--- src/rtl/adc_host_pkg.sv ---
package adc_host_pkg;
    typedef enum logic [3:0] {
        ST_IDLE,
        ST_SETUP,
        ST_START_LO,
        ST_RED_HI,
        ST_RED_LO,
        ST_WAIT,
        ST_RD_LO,
        ST_RD_HI,
        ST_DONE,
        ST_RS_HI0,
        ST_RS_LO,
        ST_RS_HI
    } host_st_e;
endpackage

--- src/rtl/adc_host_phase_timer.sv ---
module adc_host_phase_timer #(
    parameter int HP_W     = 16,
    parameter int MIN_HALF = 188
) (
    input  logic            clk,
    input  logic            rst_n,
    input  logic            load,
    input  logic [HP_W-1:0] half_period,
    output logic            expired
);
    localparam logic [HP_W-1:0] FLOOR = HP_W'(MIN_HALF);

    logic [HP_W-1:0] span;
    logic [HP_W-1:0] cnt;

    assign span = (half_period < FLOOR) ? FLOOR : half_period;

    always_ff @(posedge clk or negedge rst_n) begin
        if (!rst_n)
            cnt <= '0;
        else if (load)
            cnt <= span - 1'b1;
        else if (cnt != '0)
            cnt <= cnt - 1'b1;
    end

    assign expired = (cnt == '0);

    // a freshly loaded phase never runs shorter than the floor
    assert_span_floor_R9: assert property (@(posedge clk) disable iff (!rst_n)
        load |=> (cnt >= FLOOR - 1'b1));
endmodule

--- src/rtl/adc_host_timeout.sv ---
module adc_host_timeout #(
    parameter int TO_W = 24
) (
    input  logic            clk,
    input  logic            rst_n,
    input  logic            clr,
    input  logic            en,
    input  logic [TO_W-1:0] limit,
    output logic            expired
);
    logic [TO_W-1:0] cnt;

    assign expired = (cnt >= limit);

    always_ff @(posedge clk or negedge rst_n) begin
        if (!rst_n)
            cnt <= '0;
        else if (clr)
            cnt <= '0;
        else if (en && !expired)
            cnt <= cnt + 1'b1;
    end

    // the counter stops once the limit is reached
    assert_tmo_sat_R10: assert property (@(posedge clk) disable iff (!rst_n)
        (expired && !clr) |=> $stable(cnt));
endmodule

--- src/rtl/adc_host_shifter.sv ---
module adc_host_shifter #(
    parameter int DATA_W = 16,
    parameter int NB_W   = $clog2(DATA_W + 1)
) (
    input  logic              clk,
    input  logic              rst_n,
    input  logic              clr,
    input  logic              shift_en,
    input  logic              bit_in,
    input  logic [NB_W-1:0]   nbits,
    output logic [DATA_W-1:0] word_ext,
    output logic              reserved
);
    logic [DATA_W-1:0] raw;
    logic              sign;
    logic [DATA_W-1:0] neg_code;

    always_ff @(posedge clk or negedge rst_n) begin
        if (!rst_n)
            raw <= '0;
        else if (clr)
            raw <= '0;
        else if (shift_en)
            raw <= {raw[DATA_W-2:0], bit_in};
    end

    assign sign     = raw[nbits - 1'b1];
    assign neg_code = DATA_W'(1) << (nbits - 1'b1);
    assign reserved = (raw == neg_code);

    for (genvar i = 0; i < DATA_W; i++) begin : g_ext
        assign word_ext[i] = (NB_W'(i) < nbits) ? raw[i] : sign;
    end
endmodule

--- src/rtl/adc_host_ctrl.sv ---
module adc_host_ctrl
    import adc_host_pkg::*;
#(
    parameter int DATA_W   = 16,
    parameter int MIN_RES  = 10,
    parameter int HP_W     = 16,
    parameter int TO_W     = 24,
    parameter int MIN_HALF = 188
) (
    input  logic                         clk,
    input  logic                         rst_n,
    input  logic                         cmd_start,
    input  logic                         cmd_resync,
    input  logic [1:0]                   cmd_chan,
    input  logic [$clog2(DATA_W+1)-1:0]  cmd_res,
    input  logic [HP_W-1:0]              half_period,
    input  logic [TO_W-1:0]              timeout_limit,
    output logic                         adc_sclk,
    output logic [1:0]                   adc_addr,
    input  logic                         adc_sdat,
    output logic                         busy,
    output logic [DATA_W-1:0]            rslt_data,
    output logic                         rslt_valid,
    output logic                         rslt_bad,
    output logic                         tmo_err,
    output logic                         sync_found
);
    localparam int NB_W    = $clog2(DATA_W + 1);
    localparam int MAX_RED = DATA_W - MIN_RES;
    localparam int RED_W   = $clog2(MAX_RED + 1);
    localparam int PL_W    = HP_W + 1;
    localparam logic [NB_W-1:0] RES_LO = NB_W'(MIN_RES);
    localparam logic [NB_W-1:0] RES_HI = NB_W'(DATA_W);

    host_st_e          state, nxt;
    logic [NB_W-1:0]   nbits, bits_left, res_c;
    logic [RED_W-1:0]  red_left;
    logic [1:0]        addr_q;
    logic              h0, lsmp, rs_mode, found;
    logic              tm_load, tm_done, to_clr, to_en, to_exp;
    logic              sh_clr, sh_en, sh_res;
    logic [DATA_W-1:0] sh_word;
    logic              rs_state;

    assign res_c = (cmd_res < RES_LO) ? RES_LO :
                   (cmd_res > RES_HI) ? RES_HI : cmd_res;
    assign found    = ({h0, lsmp, adc_sdat} == 3'b110);
    assign rs_state = (state == ST_RS_HI0) || (state == ST_RS_LO) || (state == ST_RS_HI);

    adc_host_phase_timer #(.HP_W(HP_W), .MIN_HALF(MIN_HALF)) u_phase (
        .clk(clk), .rst_n(rst_n), .load(tm_load),
        .half_period(half_period), .expired(tm_done)
    );

    adc_host_timeout #(.TO_W(TO_W)) u_tmo (
        .clk(clk), .rst_n(rst_n), .clr(to_clr), .en(to_en),
        .limit(timeout_limit), .expired(to_exp)
    );

    adc_host_shifter #(.DATA_W(DATA_W), .NB_W(NB_W)) u_shift (
        .clk(clk), .rst_n(rst_n), .clr(sh_clr), .shift_en(sh_en),
        .bit_in(adc_sdat), .nbits(nbits), .word_ext(sh_word), .reserved(sh_res)
    );

    // next-state logic
    always_comb begin
        nxt = state;
        unique case (state)
            ST_IDLE:     if (cmd_start) nxt = ST_SETUP;
                         else if (cmd_resync) nxt = ST_RS_HI0;
            ST_SETUP:    if (tm_done) nxt = ST_START_LO;
            ST_START_LO: if (tm_done) nxt = ST_RED_HI;
            ST_RED_HI:   if (tm_done) nxt = (red_left != '0) ? ST_RED_LO : ST_WAIT;
            ST_RED_LO:   if (tm_done) nxt = ST_RED_HI;
            ST_WAIT:     if (adc_sdat) nxt = ST_RD_LO;
                         else if (to_exp) nxt = ST_IDLE;
            ST_RD_LO:    if (tm_done) nxt = ST_RD_HI;
            ST_RD_HI:    if (tm_done) nxt = (bits_left == '0) ? ST_DONE : ST_RD_LO;
            ST_DONE:     nxt = ST_IDLE;
            ST_RS_HI0:   if (to_exp) nxt = ST_IDLE;
                         else if (tm_done) nxt = ST_RS_LO;
            ST_RS_LO:    if (to_exp) nxt = ST_IDLE;
                         else if (tm_done) nxt = ST_RS_HI;
            ST_RS_HI:    if (to_exp) nxt = ST_IDLE;
                         else if (tm_done) nxt = found ? ST_WAIT : ST_RS_LO;
            default:     nxt = ST_IDLE;
        endcase
    end

    assign tm_load = (nxt != state);
    assign to_clr  = (state == ST_IDLE) || ((nxt == ST_WAIT) && (state != ST_WAIT));
    assign to_en   = (state == ST_WAIT) || rs_state;
    assign sh_clr  = (state == ST_IDLE);
    assign sh_en   = (state == ST_RD_LO) && tm_done;

    // state register
    always_ff @(posedge clk or negedge rst_n) begin
        if (!rst_n)
            state <= ST_IDLE;
        else
            state <= nxt;
    end

    // pin outputs
    always_comb begin
        adc_sclk = !((state == ST_START_LO) || (state == ST_RED_LO) ||
                     (state == ST_RD_LO)    || (state == ST_RS_LO));
        busy     = (state != ST_IDLE);
        adc_addr = addr_q;
    end

    // registered outputs and datapath
    always_ff @(posedge clk or negedge rst_n) begin
        if (!rst_n) begin
            addr_q     <= '0;
            nbits      <= RES_HI;
            bits_left  <= '0;
            red_left   <= '0;
            h0         <= 1'b0;
            lsmp       <= 1'b0;
            rs_mode    <= 1'b0;
            rslt_data  <= '0;
            rslt_valid <= 1'b0;
            rslt_bad   <= 1'b0;
            tmo_err    <= 1'b0;
            sync_found <= 1'b0;
        end else begin
            rslt_valid <= 1'b0;
            tmo_err    <= 1'b0;
            sync_found <= 1'b0;
            if (state == ST_IDLE) begin
                if (cmd_start) begin
                    addr_q   <= cmd_chan;
                    nbits    <= res_c;
                    red_left <= RED_W'(RES_HI - res_c);
                    rs_mode  <= 1'b0;
                end else if (cmd_resync) begin
                    nbits    <= RES_HI;
                    red_left <= '0;
                    rs_mode  <= 1'b1;
                end
            end
            if ((state == ST_RED_LO) && tm_done)
                red_left <= red_left - 1'b1;
            if ((nxt == ST_WAIT) && (state != ST_WAIT))
                bits_left <= nbits;
            if (sh_en)
                bits_left <= bits_left - 1'b1;
            if ((state == ST_RS_HI0) && tm_done)
                h0 <= adc_sdat;
            if ((state == ST_RS_LO) && tm_done)
                lsmp <= adc_sdat;
            if ((state == ST_RS_HI) && tm_done && !to_exp) begin
                if (found)
                    sync_found <= 1'b1;
                else
                    h0 <= adc_sdat;
            end
            if (((state == ST_WAIT) && !adc_sdat && to_exp) || (rs_state && to_exp))
                tmo_err <= 1'b1;
            if (state == ST_DONE) begin
                rslt_data  <= sh_word;
                rslt_bad   <= sh_res;
                rslt_valid <= 1'b1;
            end
        end
    end

    // observation logic for checks
    logic            sclk_d;
    logic [PL_W-1:0] ph_len;
    logic [4:0]      fall_cnt;

    always_ff @(posedge clk or negedge rst_n) begin
        if (!rst_n) begin
            sclk_d   <= 1'b1;
            ph_len   <= '0;
            fall_cnt <= '0;
        end else begin
            sclk_d <= adc_sclk;
            if (adc_sclk != sclk_d)
                ph_len <= PL_W'(1);
            else if (ph_len != '1)
                ph_len <= ph_len + 1'b1;
            if (state == ST_IDLE)
                fall_cnt <= '0;
            else if (sclk_d && !adc_sclk && (fall_cnt != '1))
                fall_cnt <= fall_cnt + 1'b1;
        end
    end

    assert_addr_hold_R2: assert property (@(posedge clk) disable iff (!rst_n)
        (busy && $past(busy)) |-> $stable(adc_addr));

    assert_red_max_R4: assert property (@(posedge clk) disable iff (!rst_n)
        red_left <= RED_W'(MAX_RED));

    assert_phase_min_R9: assert property (@(posedge clk) disable iff (!rst_n)
        (adc_sclk != sclk_d) |-> (ph_len >= PL_W'(MIN_HALF)));

    assert_edges_17_R6: assert property (@(posedge clk) disable iff (!rst_n)
        (rslt_valid && !rs_mode) |-> (fall_cnt == 5'(DATA_W + 1)));

    assert_tmo_idle_R10: assert property (@(posedge clk) disable iff (!rst_n)
        tmo_err |-> (!busy && adc_sclk));

    assert_sext_R7: assert property (@(posedge clk) disable iff (!rst_n)
        rslt_valid |-> (rslt_data[DATA_W-1] == rslt_data[nbits - 1'b1]));

    assert_strobe_excl_R7: assert property (@(posedge clk) disable iff (!rst_n)
        $onehot0({rslt_valid, tmo_err, sync_found}));

    assert_idle_high_R1: assert property (@(posedge clk) disable iff (!rst_n)
        rslt_valid |-> adc_sclk);
endmodule

--- config.mk ---
export PLATFORM = sky130hd
export DESIGN_NAME = adc_host_ctrl
export DESIGN_NICKNAME = d
export VERILOG_FILES = /design/src/rtl/adc_host_pkg.sv /design/src/rtl/adc_host_phase_timer.sv /design/src/rtl/adc_host_timeout.sv /design/src/rtl/adc_host_shifter.sv /design/src/rtl/adc_host_ctrl.sv
export SDC_FILE = /design/constraint.sdc
export NUM_CORES = 1
export LEC_CHECK = 0
export BUFFER_PORTS_ARGS = -buffer_cell sky130_fd_sc_hd__buf_2
export CORE_AREA = 2 2 176 178
export CTS_CLUSTER_DIAMETER = 60
export DETAILED_ROUTE_END_ITERATION = 12
export DIE_AREA = 0 0 178 180
export PLACE_DENSITY = 0.37
export SLEW_MARGIN = 40
export SYNTH_ARGS = -nofsm -noshare
export SYNTH_HDL_FRONTEND = slang
export SYNTH_HIERARCHICAL = 1
export SYNTH_SLANG_ARGS = --single-unit
--- constraint.sdc ---
create_clock -name clk -period 10.3 [get_ports clk]
set_input_delay 0.515 -clock clk [delete_from_list [all_inputs] [get_ports clk]]
set_output_delay 0.515 -clock clk [all_outputs]
set_load 0.02 [all_outputs]
==> insert_results.sql <==
INSERT INTO impl_metrics (metric_group, metric, value, unit) VALUES
('status', 'outcome', 'complete, no violations', ''),
('power_and_ir_drop', 'fin_total_pwr', '1.75', 'mW'),
('timing', 'rsz0062_at_grt', 'no', ''),
('setup_path', 'cp_data_arrival_time', '5.89', 'ns'),
('timing', 'finalSetupViolations', '0', ''),
('job', 'maxCapViolations', '0', ''),
('timing', 'final.setup.tns', '0', 'ns'),
('synth', 'synth_fa_ha_area_frac', '0.0625', ''),
('finish', 'layout_commonest_cell', 'sky130_fd_sc_hd__dfrtp_1', ''),
('clocking', 'clock_tree.htree_level_count', '3', ''),
('routing', 'remaining_drc_errors', '0', ''),
('setup_path', 'cpMaxStageDelayCell', 'sky130_fd_sc_hd__or4_1', ''),
('place', 'dp.final_hpwl', '15.1', 'mm'),
('global_routing', 'grt_max_degree', '55', ''),
('setup_path', 'timing.critical_path.slowest_cell_delay', '0.60', 'ns'),
('timing', 'max_slew.worst_pin.slew', '0.778', 'ns'),
('synth', 'avgSynthCellArea', '9.02', 'um^2'),
('routing', 'routed_wl', '20.9', 'mm'),
('synth', 'ys_dominant_reg_cell', 'sky130_fd_sc_hd__dfrtp_1', ''),
('synth', 'post-synth-top-area-cell', 'sky130_fd_sc_hd__dfrtp_1', ''),
('setup_path', 'launch_point_of_the_critical_path', 'u_phase/cnt[8]', ''),
('timing', 'worst_clock_skew', '0.0196', 'ns'),
('clocking', 'postcts_resize_cnt', '0', ''),
('finish', 'seqCellArea', '2430', 'um^2'),
('routing', 'top_layer', 'met4', ''),
('power_and_ir_drop', 'p_comb_frac', '0.479', ''),
('worst_hold_path', 'hold_class', 'in -> async', ''),
('clocking', 'worstSkewPairLatency', '0.36', 'ns'),
('synth', 'synth_top_cells_by_area', 'sky130_fd_sc_hd__dfrtp_1 32%, sky130_fd_sc_hd__mux2_2 8.1%, sky130_fd_sc_hd__ha_1 6.2%', ''),
('finish', 'area_delta_synth_final', '13.6', '%'),
('finish', 'mostFrequentLayoutCells', '94 x sky130_fd_sc_hd__dfrtp_1, 83 x sky130_fd_sc_hd__nor2_1, 74 x sky130_fd_sc_hd__buf_2, 53 x sky130_fd_sc_hd__nand2_1, 53 x sky130_fd_sc_hd__mux2_2', ''),
('synth', 'yosys_register_bits', '97', ''),
('die', 'chipWidth', '178', 'um'),
('synth', 'synth.net_count', '910', ''),
('routing', 'met3WireLength', '557', 'um'),
('synth', 'postSynth.asyncResetShare', '1.00', ''),
('global_routing', 'grt_first_pass_wirelength', '34.5', 'mm'),
('clocking', 'postCtsSetupBuffers', '0', ''),
('global_routing', 'number_of_antenna_violations_at_the_first_check_in_global_routing', '0', ''),
('die', 'num_io_pins', '76', ''),
('die', 'placeableCoreArea', '30200', 'um^2'),
('clocking', 'tritoncts_clock_tree', 'built', ''),
('finish', 'multi_input_area', '4580', 'um^2'),
('clocking', 'cts-root-to-sink-buffers', '2', ''),
('synth', 'total_of_warnings_raised_by_yosys', '6', ''),
('finish', 'layout.filler_cells', '3217', ''),
('synth', 'postSynthCellCount', '821', ''),
('finish', 'post_route_cells_drive_above_1_share', '0.226', ''),
('synth', 'post_synth_mux_area_share', '0.129', ''),
('routing', 'drt_first_pass_iters', '4', ''),
('timing', 'finalMaxSlewViolations', '0', ''),
('die', 'core.rowCount', '64', ''),
('finish', 'finish.net_count', '959', ''),
('routing', 'met2WireLength', '9.81', 'mm'),
('timing', 'fin_crit', '5.68', 'ns'),
('power_and_ir_drop', 'ir_worst_vdd', '0.0883', 'mV'),
('power_and_ir_drop', 'switching_share', '0.446', ''),
('setup_path', 'worstSetupStartpointType', 'register', ''),
('setup_path', 'endpoint_kind_of_the_worst_setup_timing_path', 'register', ''),
('synth', 'synth_top_family_by_area', 'simple AND/OR/NAND/NOR gates', ''),
('synth', 'synth_seq_area_share', '0.328', ''),
('routing', 'drt.antenna.violating_nets', '0', ''),
('routing', 'detail_route.wirelength.met1', '10.3', 'mm'),
('setup_path', 'worstRegToRegCells', '18', ''),
('die', 'dieHeight', '180', 'um'),
('power_and_ir_drop', 'pwr_density_cell', '208', 'nW/um^2'),
('routing', 'vias_per_cell', '4.95', ''),
('synth', 'post_synth_xor_area_fraction', '0.0130', ''),
('clocking', 'numClockSinks', '97', ''),
('timing', 'finalHoldViolations', '0', ''),
('clocking', 'cts_buffers', '9', '');
## state kept, by name, indices dropped and copies added, names as in the netlist
register     cells
u_tmo/cnt       24
tmo_err          1
u_phase/cnt     16
h0               1
rslt_bad         1
sync_found       1
lsmp             1
nbits            5
red_left         3
rslt_valid       1
bits_left        5
u_shift/raw     16
adc_addr         2
state            4
rslt_data       16
## layer usage
metal / track usage / vias up
met3: 0.0207 / 14
met4: 0.0334 / 0
li1: - / 3125
met2: 0.213 / 85
met5: 0 / -
met1: 0.189 / 3066
## logic make-up after synthesis
family / Yosys count
simple gates: 318
compound gates: 180
flops: 97
buf+inv: 94
mux: 84
fa+ha+maj: 37
xor+xnor: 11
## power groups by stage
stage	combinational [mW]	clock, mW	sequential, mW
final	0.836	0.343	0.567
after global routing	0.936	0.382	0.582
after CTS	0.841	0.364	0.567
after detailed placement	0.836	0	0.574
after global placement	0.847	0	0.579
after floorplan	0.698	0	0.502
## critical path: cells and delay by family (launching register included)
| kind | cells | cell delay [ns] |
|---|---|---|
| simple gates | 8 | 2.48 |
| buf+inv | 3 | 1.32 |
| compound gates | 6 | 1.03 |
| flops | 1 | 0.40 |
| fa+ha+maj | 1 | 0.29 |
## Yosys cell counts, types with 6 or more instances
| cell | n |
|---|---|
| sky130_fd_sc_hd__nor2_1 | 83 |
| sky130_fd_sc_hd__inv_1 | 48 |
| sky130_fd_sc_hd__nor2b_1 | 21 |
| sky130_fd_sc_hd__a211oi_1 | 7 |
| sky130_fd_sc_hd__mux2_2 | 53 |
| sky130_fd_sc_hd__buf_2 | 14 |
| sky130_fd_sc_hd__nand2b_1 | 14 |
| sky130_fd_sc_hd__nand2_1 | 53 |
| sky130_fd_sc_hd__xnor2_1 | 8 |
| sky130_fd_sc_hd__or4_1 | 14 |
| sky130_fd_sc_hd__nor4_1 | 8 |
| sky130_fd_sc_hd__a31oi_1 | 7 |
| sky130_fd_sc_hd__o31ai_1 | 10 |
| sky130_fd_sc_hd__and3_1 | 6 |
| sky130_fd_sc_hd__a21oi_1 | 32 |
| sky130_fd_sc_hd__o21ai_0 | 42 |
| sky130_fd_sc_hd__or3_1 | 10 |
| sky130_fd_sc_hd__nand3_1 | 21 |
| sky130_fd_sc_hd__o211ai_1 | 9 |
| sky130_fd_sc_hd__nor3_1 | 24 |
| sky130_fd_sc_hd__nand4_1 | 10 |
| sky130_fd_sc_hd__or2_2 | 9 |
| sky130_fd_sc_hd__ha_1 | 37 |
| sky130_fd_sc_hd__clkbuf_1 | 19 |
| sky130_fd_sc_hd__dfrtp_1 | 96 |
| sky130_fd_sc_hd__mux2i_1 | 27 |
## layout make-up
cell class / instances / share of cell area
clock buffers: 9 / 0.0268
multi-input cells: 630 / 0.544
clock inverters: 7 / 0.00803
inverters: 51 / 0.0227
well taps: 396 / 0.0589
repair buffers: 81 / 0.0507
flip-flops and latches: 97 / 0.289
## stage by stage
stage	setup WS (ns)	cell area [um^2]	cells	hold WS, ns	util
after CTS	4.63	8410	1271	0.278	0.279
after global placement	4.43	8110	1255	0.486	0.269
after detailed placement	4.43	8120	1255	0.489	0.269
after global routing	4.09	8420	1271	0.169	0.279
final	4.62	8420	1271	0.140	0.279
after floorplan	5.26	7410	821	0.219	-
## worst max path at each step
stage / to / cells after the start
floorplan: u_phase/cnt[14] / 22
global placement: u_phase/cnt[14] / 23
detailed placement: u_phase/cnt[14] / 23
CTS: u_phase/cnt[14] / 21
global route: u_phase/cnt[14] / 21
finish: u_phase/cnt[14] / 18
Power figures use the tool's default switching activity.
